File: config.mk
export PLATFORM = sky130hd
export DESIGN_NAME = mii_port_switcher
export DESIGN_NICKNAME = d
export VERILOG_FILES = /design/src/rtl/mii_sw_pkg.sv /design/src/rtl/mii_sw_wait_calc.sv /design/src/rtl/mii_sw_timer.sv /design/src/rtl/mii_sw_ctrl.sv /design/src/rtl/mii_port_switcher.sv
export SDC_FILE = /design/constraint.sdc
export NUM_CORES = 1
export LEC_CHECK = 0
export ABC_AREA = 0
export ABC_CLOCK_PERIOD_IN_PS = 5700
export BUFFER_PORTS_ARGS = -buffer_cell sky130_fd_sc_hd__buf_4
export CORE_MARGIN = 8
export CORE_UTILIZATION = 50
export DETAILED_ROUTE_END_ITERATION = 8
export PLACE_DENSITY = 0.67
export RECOVER_POWER = 100
export REMOVE_ABC_BUFFERS = 1
export SYNTH_ARGS = -nofsm -noshare
export SYNTH_HDL_FRONTEND = slang
export SYNTH_SLANG_ARGS = --single-unit
File: constraint.sdc
create_clock -name clk -period 5.7 [get_ports clk]
set_clock_uncertainty 0.15 [all_clocks]
set_input_delay 0.57 -clock clk [delete_from_list [all_inputs] [get_ports clk]]
set_output_delay 0.57 -clock clk [all_outputs]
set_load 0.005 [all_outputs]
File: src/rtl/mii_sw_pkg.sv
package mii_sw_pkg;
  localparam logic [1:0] CLK_CODE_INT  = 2'b00;
  localparam logic [1:0] CLK_CODE_EXT  = 2'b01;
  localparam logic [1:0] CLK_CODE_PARK = 2'b10;

  typedef enum logic [2:0] {
    ST_IDLE   = 3'd0,
    ST_HALT   = 3'd1,
    ST_PARK   = 3'd2,
    ST_STEER  = 3'd3,
    ST_SETTLE = 3'd4,
    ST_RX_ON  = 3'd5
  } sw_state_e;

  function automatic logic [1:0] port_code(input logic port);
    return port ? CLK_CODE_EXT : CLK_CODE_INT;
  endfunction
endpackage

File: src/rtl/mii_sw_wait_calc.sv
module mii_sw_wait_calc #(
  parameter int PER_W      = 10,
  parameter int SYS_CLK_NS = 10,
  parameter int CNT_W      = 16
) (
  input  logic [PER_W-1:0] int_period,
  input  logic [PER_W-1:0] ext_period,
  input  logic             int_running,
  input  logic             ext_running,
  input  logic             target,
  output logic [CNT_W-1:0] park_cycles,
  output logic [CNT_W-1:0] settle_cycles
);
  localparam int NPORT = 2;

  logic [PER_W-1:0] period [NPORT];
  logic             running [NPORT];
  logic [CNT_W-1:0] cyc [NPORT];
  logic [CNT_W-1:0] run_cyc [NPORT];

  assign period[0]  = int_period;
  assign period[1]  = ext_period;
  assign running[0] = int_running;
  assign running[1] = ext_running;

  // Each port's wait: five periods in ns, rounded up to whole system cycles.
  for (genvar p = 0; p < NPORT; p++) begin : g_port
    logic [CNT_W-1:0] five_per;
    assign five_per   = CNT_W'(period[p]) * CNT_W'(5);
    assign cyc[p]     = (five_per + CNT_W'(SYS_CLK_NS - 1)) / CNT_W'(SYS_CLK_NS);
    assign run_cyc[p] = running[p] ? cyc[p] : '0;
  end

  // Drain wait covers the slowest clock that was running.
  assign park_cycles   = (run_cyc[0] > run_cyc[1]) ? run_cyc[0] : run_cyc[1];
  // Settle wait covers the clock of the port being brought up.
  assign settle_cycles = cyc[target];
endmodule

File: src/rtl/mii_sw_timer.sv
module mii_sw_timer #(
  parameter int CNT_W = 16
) (
  input  logic             clk,
  input  logic             rst_n,
  input  logic             load,
  input  logic [CNT_W-1:0] load_val,
  input  logic             dec,
  output logic             zero
);
  logic [CNT_W-1:0] cnt_q, cnt_d;
  logic             cnt_en;

  assign cnt_en = load | dec;

  always_comb begin
    cnt_d = cnt_q;
    if (load)                cnt_d = load_val;
    else if (dec && cnt_q != '0) cnt_d = cnt_q - CNT_W'(1);
  end

  always_ff @(posedge clk or negedge rst_n) begin
    if (!rst_n)      cnt_q <= '0;
    else if (cnt_en) cnt_q <= cnt_d;
  end

  assign zero = (cnt_q == '0);
endmodule

File: src/rtl/mii_sw_ctrl.sv
module mii_sw_ctrl
  import mii_sw_pkg::*;
#(
  parameter int CNT_W        = 16,
  parameter int HALT_TIMEOUT = 1000
) (
  input  logic             clk,
  input  logic             rst_n,
  input  logic             switch_req,
  input  logic             target_port,
  input  logic             rx_halted,
  input  logic             tmr_zero,
  input  logic [CNT_W-1:0] park_cycles,
  input  logic [CNT_W-1:0] settle_cycles,
  output logic             tmr_load,
  output logic [CNT_W-1:0] tmr_val,
  output logic             tmr_dec,
  output logic             tgt_q,
  output logic             data_sel,
  output logic [1:0]       clk_sel,
  output logic             tx_en,
  output logic             rx_en,
  output logic             busy,
  output logic             timeout_err
);
  sw_state_e  state_q, state_d;
  logic       tgt_d, data_sel_d, tx_en_d, rx_en_d, err_d;
  logic [1:0] clk_sel_d;

  always_comb begin
    state_d    = state_q;
    tgt_d      = tgt_q;
    data_sel_d = data_sel;
    clk_sel_d  = clk_sel;
    tx_en_d    = tx_en;
    rx_en_d    = rx_en;
    err_d      = timeout_err;
    tmr_load   = 1'b0;
    tmr_val    = '0;
    tmr_dec    = 1'b0;
    unique case (state_q)
      ST_IDLE: begin
        if (switch_req) begin
          tgt_d    = target_port;
          tx_en_d  = 1'b0;
          rx_en_d  = 1'b0;
          err_d    = 1'b0;
          tmr_load = 1'b1;
          tmr_val  = CNT_W'(HALT_TIMEOUT);
          state_d  = ST_HALT;
        end
      end
      ST_HALT: begin
        if (rx_halted) begin
          clk_sel_d = CLK_CODE_PARK;
          tmr_load  = 1'b1;
          tmr_val   = park_cycles;
          state_d   = ST_PARK;
        end else if (tmr_zero) begin
          err_d   = 1'b1;
          tx_en_d = 1'b1;
          rx_en_d = 1'b1;
          state_d = ST_IDLE;
        end else begin
          tmr_dec = 1'b1;
        end
      end
      ST_PARK: begin
        if (tmr_zero) begin
          data_sel_d = tgt_q;
          state_d    = ST_STEER;
        end else begin
          tmr_dec = 1'b1;
        end
      end
      ST_STEER: begin
        clk_sel_d = port_code(data_sel);
        tmr_load  = 1'b1;
        tmr_val   = settle_cycles;
        state_d   = ST_SETTLE;
      end
      ST_SETTLE: begin
        if (tmr_zero) begin
          tx_en_d = 1'b1;
          state_d = ST_RX_ON;
        end else begin
          tmr_dec = 1'b1;
        end
      end
      ST_RX_ON: begin
        rx_en_d = 1'b1;
        state_d = ST_IDLE;
      end
      default: state_d = ST_IDLE;
    endcase
  end

  always_ff @(posedge clk or negedge rst_n) begin
    if (!rst_n) begin
      state_q     <= ST_IDLE;
      tgt_q       <= 1'b0;
      data_sel    <= 1'b0;
      clk_sel     <= CLK_CODE_INT;
      tx_en       <= 1'b1;
      rx_en       <= 1'b1;
      timeout_err <= 1'b0;
    end else begin
      state_q     <= state_d;
      tgt_q       <= tgt_d;
      data_sel    <= data_sel_d;
      clk_sel     <= clk_sel_d;
      tx_en       <= tx_en_d;
      rx_en       <= rx_en_d;
      timeout_err <= err_d;
    end
  end

  assign busy = (state_q != ST_IDLE);
endmodule

File: src/rtl/mii_port_switcher.sv
module mii_port_switcher #(
  parameter int PER_W        = 10,
  parameter int SYS_CLK_NS   = 10,
  parameter int HALT_TIMEOUT = 1000
) (
  input  logic             clk,
  input  logic             rst_n,
  input  logic             switch_req,
  input  logic             target_port,
  input  logic [PER_W-1:0] int_clk_period,
  input  logic [PER_W-1:0] ext_clk_period,
  input  logic             int_clk_running,
  input  logic             ext_clk_running,
  input  logic             rx_halted,
  output logic             tx_en,
  output logic             rx_en,
  output logic             data_sel,
  output logic [1:0]       clk_sel,
  output logic             busy,
  output logic             timeout_err
);
  localparam int TO_W  = $clog2(HALT_TIMEOUT + 1);
  localparam int WT_W  = PER_W + 3;
  localparam int CNT_W = (TO_W > WT_W) ? TO_W : WT_W;

  logic             tmr_load, tmr_dec, tmr_zero, tgt_q;
  logic [CNT_W-1:0] tmr_val, park_cycles, settle_cycles;

  mii_sw_wait_calc #(
    .PER_W(PER_W), .SYS_CLK_NS(SYS_CLK_NS), .CNT_W(CNT_W)
  ) u_calc (
    .int_period   (int_clk_period),
    .ext_period   (ext_clk_period),
    .int_running  (int_clk_running),
    .ext_running  (ext_clk_running),
    .target       (tgt_q),
    .park_cycles  (park_cycles),
    .settle_cycles(settle_cycles)
  );

  mii_sw_timer #(.CNT_W(CNT_W)) u_timer (
    .clk     (clk),
    .rst_n   (rst_n),
    .load    (tmr_load),
    .load_val(tmr_val),
    .dec     (tmr_dec),
    .zero    (tmr_zero)
  );

  mii_sw_ctrl #(.CNT_W(CNT_W), .HALT_TIMEOUT(HALT_TIMEOUT)) u_ctrl (
    .clk          (clk),
    .rst_n        (rst_n),
    .switch_req   (switch_req),
    .target_port  (target_port),
    .rx_halted    (rx_halted),
    .tmr_zero     (tmr_zero),
    .park_cycles  (park_cycles),
    .settle_cycles(settle_cycles),
    .tmr_load     (tmr_load),
    .tmr_val      (tmr_val),
    .tmr_dec      (tmr_dec),
    .tgt_q        (tgt_q),
    .data_sel     (data_sel),
    .clk_sel      (clk_sel),
    .tx_en        (tx_en),
    .rx_en        (rx_en),
    .busy         (busy),
    .timeout_err  (timeout_err)
  );
endmodule

### Word level (Yosys, flattened, before mapping)

Cells that the tools add are included.

| operators by class | value |
|---|---|
| add/sub/neg operators | 3 |
| multipliers | 2 |
| div/mod/pow operators | 2 |
| $lt $le $gt $ge | 2 |
| eq/ne operators | 12 |
| mux-type cells | 34 |
| bitwise operators | 2 |
| reduce and logical (&&, ||, !) cells | 19 |

Operators with widths:

| kind | number |
|---|---|
| $mux 13 | 9 |
| $pmux 13 s3 | 1 |
| $add 13x4->13 const B | 2 |
| $div 13x4->13 const B | 2 |
| $mul 10x3->13 const B | 2 |
| $mux 3 | 5 |
| $pmux 3 s5 | 1 |
| $gt 13x13->1 | 1 |
| $logic_not 13->1 | 1 |
| $reduce_bool 13->1 | 1 |
| $sub 13x1->13 const B | 1 |
| $ne 2x2->1 const B | 6 |
| $reduce_and 4->1 | 3 |
| $mux 1 | 10 |
| $mux 10 | 1 |
| $pmux 1 s3 | 3 |
| $reduce_bool 3->1 | 3 |
| $reduce_and 2->1 | 4 |
| $eq 3x2->1 const B | 2 |
| $eq 3x3->1 const B | 2 |
| $reduce_bool 2->1 | 3 |
| $pmux 1 s2 | 2 |
| $pmux 2 s2 | 1 |
| $eq 3x1->1 const B | 1 |
| 9 further kinds | 9 |

| storage, ports and cells | value |
|---|---|
| bits in registers | 23 |
| output and inout bits | 7 |

### Depth between registers and ports, before layout

| depth | value |
|---|---|
| depth in word-level cells | 9 |
| gate-level depth with buffers | 38 |
| depth with buffers taken out | 36 |

### Hierarchy

A second synthesis with hierarchy kept.

| unflattened totals | value |
|---|---|
| cells, all modules | 856 |
| area, all modules | 6,237.2 um2 |

Modules (own cells, without submodules):

| module | instances | cells each | area each (um2) |
|---|---|---|---|
| mii_sw_wait_calc | 1 | 686 | 4,718.3 |
| mii_sw_timer | 1 | 97 | 815.8 |
| mii_sw_ctrl | 1 | 73 | 703.2 |

### Worst setup path before layout

OpenSTA, ideal clock, no wires.

| timing path | value |
|---|---|
| path type | input to register |
| start point | input port ext_clk_period[3] |
| end point | register u_timer.cnt_q[2] |
| library setup time | 0.126 ns |
| arrival time | 7.429 ns |
| required time | 5.424 ns |
| path slack | -2.005 ns |
| stages on the path | 35 |
| path buffers | 5 |
| path through | ha_1 ha_1 ha_1 buf_2 o21ai_1 a221oi_1 or4_1 buf_2 o221ai_4 or3_1 buf_6 o22ai_1 or4b_4 o21ai_2 buf_2 a2111oi_0 a2111oi_0 a21oi_1 a211o_1 o21ai_1 ha_1 nor2b_1 o21a_1 o21a_1 o21a_1 o21a_1 o21a_1 o21a_1 o21a_1 o21a_1 o32a_1 clkbuf_1 a32oi_1 inv_1 a221o_1 |

| between the ends | value |
|---|---|
| word-level cells in the longest chain between the ends | 9 |
| elaborated cells on any way between the ends | 12 |
| those cells by class | add/sub: 1; mul: 1; div: 1; order compare: 1; mux: 8 |

Ends and longest elaborated chain:

| element | RTL line | source |
|---|---|---|
| from (decl) | mii_port_switcher.sv:11 | `input logic [PER_W-1:0] ext_clk_period,` |
| $mul 10x3->13 * | mii_sw_wait_calc.sv:29 | `assign five_per = CNT_W'(period[p]) * CNT_W'(5);` |
| $add 13x4->13 * | mii_sw_wait_calc.sv:30 | `assign cyc[p] = (five_per + CNT_W'(SYS_CLK_NS - 1)) / CNT_W'(SYS_CLK_NS);` |
| $div 13x4->13 * | mii_sw_wait_calc.sv:30 |  |
| $mux 13 | mii_sw_wait_calc.sv:31 | `assign run_cyc[p] = running[p] ? cyc[p] : '0;` |
| $gt 13x13->1 | mii_sw_wait_calc.sv:35 | `assign park_cycles = (run_cyc[0] > run_cyc[1]) ? run_cyc[0] : run_cyc[1];` |
| $mux 13 | mii_sw_wait_calc.sv:35 |  |
| $mux 13 | mii_sw_ctrl.sv:54 | `if (rx_halted) begin` |
| $pmux 13 s3 * | mii_sw_ctrl.sv:41 | `unique case (state_q)` |
| $mux 13 * | mii_sw_timer.sv:18 | `if (load) cnt_d = load_val;` |
| to (signal assigned) | mii_sw_timer.sv:24 | `else if (cnt_en) cnt_q <= cnt_d;` |
| to (decl) | mii_sw_timer.sv:11 | `logic [CNT_W-1:0] cnt_q, cnt_d;` |

Mark *: on every way between the ends. The rest lies on a longest branch, timed or not. The select of a mux whose other input is x is not followed.
A chain may end at the register's enable or synchronous reset.

### Worst setup path after layout

| timing path | value |
|---|---|
| start point | input port ext_clk_period[6] |
| end point | register u_timer.cnt_q[5] |

Same word-level chain as after synthesis.

==> results_dict.tcl <==
set metrics [dict create \
    status "finished with violations" \
    violations "setup timing" \
    grt_pass1_vias 7916 \
    drive_gt1_frac 0.455 \
    cts_root_buffer "clkbuf_16" \
    critPathLaunchType "input port" \
    clock.fmax_ghz 0.131 \
    fp-row-count 39 \
    powerDensity_mw_per_mm2 474 \
    period_minus_slack_ps 7630 \
    placed_cell_area_mm2 0.00792 \
    start_util 0.512 \
    fin_cells 1225 \
    drtIter0Drc 671 \
    period_share 1.34 \
    crit_path_top_delay_cell "or4b_4" \
    cts_tree "built" \
    min-delay-path-class "flop to flop" \
    avgSynthCellArea_um2 7.26 \
    power.leakage_nw 4.09 \
    core-area_mm2 0.0114 \
    die_area_mm2 0.0154 \
    clkPwrFrac 0.035 \
    insertion_delay_ps 260 \
    drc 0 \
    place_inst 1187 \
    grt_pass1_wl_um 36900 \
    sw_frac_of_total 0.479 \
    setup_ws_ps -1930 \
    p_int_w 0.00234 \
    gp_congestion 0.921 \
    cts_hold_buf 0 \
    post-synth-top-area-cell "ha_1" \
    grt_antenna_before_repair 0 \
    port_buffers 33 \
    worst-path-buf-inv 3 \
    place_ws_ps -2630 \
    syn_inst 805 \
    overflow 0 \
    hold_viol 0 \
    rsz0062_at_grt "true" \
    ys_ff_latch 23 \
    cp.depth 36 \
    layout_commonest_cell "buf_4" \
    setup_viol 10 \
    ant_nets 0 \
    final_cell_mix "buf_4, nand2_1, nor2_1, a21oi_1, ha_4" \
    vias_per_cell 6.47 \
    vdd_ir_drop_max_mv 0.390 \
    boundaryPins 34 \
    crit_path_frequent_cell "o21a_1" \
    slew_headroom 0.173 \
    ys_seq_area_frac 0.0989 \
    grt_max_degree 24 \
    p_seq_frac 0.063 \
    async_flop_share 1.00 \
    fin_nets 1173 \
    vias 7924 \
    die_w_um 124 \
    h-tree-depth 1 \
    die_y_um 124 \
    fin_util 0.831 \
    fin_area_mm2 0.00948 \
    power_frac_comb 0.902 \
    synthFlopType "dfrtp_1" \
    ys_types 102 \
    dr.pass1.iters 8 \
    max-cap-violations 0 \
    cp_max_fo 7 \
    diodes 0 \
    routedWlPerCell_um 20.2 \
    arrival_ps 7620 \
    synth_edf_count 0 \
    hpwl_um 15900 \
    power.switching_w 0.00215 \
    worstSetupEndpointType "flop" \
    tightestPinTransition_ps 1240 \
    max_stage_delay_ps 560 \
    yosys-top-cells-area "ha_1, dfrtp_1, nand2_1, a21oi_1, nor2_1" \
    track_usage 0.287 \
    clk_path_buf_depth 2 \
    reg2reg_depth 7 \
    synth_area_mm2 0.00585 \
    hold_depth 1 \
    clock-sinks 23 \
    synth_top_area_share 0.131 \
    cp_data_required_time_ps 5690 \
    crit_type "input port to flop" \
    wirelength_um 24800 \
    crit_family "compound AO/OA/AOI/OAI gates" \
    area_growth_pct 62.2 \
    cts.clk_slew.worst_paths_ps 60 \
    fin_tns_setup_ps -18180 \
    ys.warnings.count 0 \
    numCtsBuffers 3 \
    slew_viol_final 0 \
]
-- final timing paths --
kind | end | startpoint | slack [ps]
hold reg to reg | u_ctrl.clk_sel[1] | u_ctrl.clk_sel[1] | 350
setup reg to reg | u_ctrl.data_sel | u_timer.cnt_q[4] | 2810
hold / removal | u_ctrl.clk_sel[1] | u_ctrl.clk_sel[1] | 350
setup / recovery | u_timer.cnt_q[5] | ext_clk_period[6] | -1930
min in group asynchronous | u_timer.cnt_q[10] | rst_n | 400
max in group asynchronous | u_timer.cnt_q[0] | rst_n | 4260
-- flip-flops by register name, summed over array words and instances, names as in the netlist --
register            count
u_ctrl.state_q          3
u_ctrl.data_sel         1
u_ctrl.tx_en            1
u_ctrl.rx_en            1
u_timer.cnt_q          13
u_ctrl.timeout_err      1
u_ctrl.tgt_q            1
u_ctrl.clk_sel          2
-- final cells by class --
type / instances / area (um2)
multi-input cells: 712 / 6080
well taps: 143 / 179
inverters: 34 / 128
flip-flops and latches: 23 / 578
clock inverters: 1 / 5.00
clock buffers: 3 / 75.1
fillers: 675 / 1930
repair buffers: 309 / 2440
-- power groups by stage --
stage	sequential (W)	clock (W)	combinational, W
floorplan	0.000262	0	0.00179
global placement	0.000275	0	0.00306
detailed placement	0.000279	0	0.00315
CTS	0.000278	0.000155	0.00359
global route	0.000290	0.000164	0.00433
finish	0.000283	0.000157	0.00406
-- logic make-up (layout without fill, tap and decap cells) --
logic type,after synthesis,count (layout),share of synthesized area
AOI/OAI and AO/OA,284,284,0.357
xor gates and xnor gates,30,30,0.0482
adders and majority gates,65,65,0.141
buffers and inverters,70,347,0.0529
DFF,23,23,0.0989
muxes,15,15,0.0265
and+or+nand+nor,318,318,0.276
-- synth_stat cells (15+ instances only) --
master	instances
clkbuf_1	15
nor2_1	77
o21ai_0	48
dfrtp_1	21
nor3_1	34
nand3_1	21
buf_2	16
inv_1	33
a21oi_1	62
o21a_1	16
ha_1	61
nand2_1	84
xnor2_1	21
-- layer usage --
| metal | GRT usage | vias up | wire length [um] |
|---|---|---|---|
| li1 | - | 3614 | - |
| met1 | 0.313 | 3719 | 9040 |
| met2 | 0.540 | 437 | 12900 |
| met3 | 0.0376 | 154 | 1490 |
| met4 | 0.124 | 0 | 1400 |
| met5 | 0 | - | 0 |
-- metrics by stage --
stage                     hold slack [ps]  total power (W)
after global placement                315          0.00334
after CTS                            58.0          0.00402
final                                 349          0.00450
after detailed placement              332          0.00343
after floorplan                       124          0.00205
after global routing                  365          0.00478
-- what timing repair did --
action,in CTS,in global routing
setup endpoints to repair,10,10
gates cloned,1,0
setup buffers,24,14
resized for setup,136,83
pin swaps,68,44
-- worst reg2reg max path, cell delays in order, from the launching register on --
cell and delay, ps:
dfrtp_1 420, or3_1 440, or3_1 380, nor3_1 240, nand2b_1 210, or2_2 340
nor3_1 200, mux2_2 370
Power figures use the tool's default switching activity.
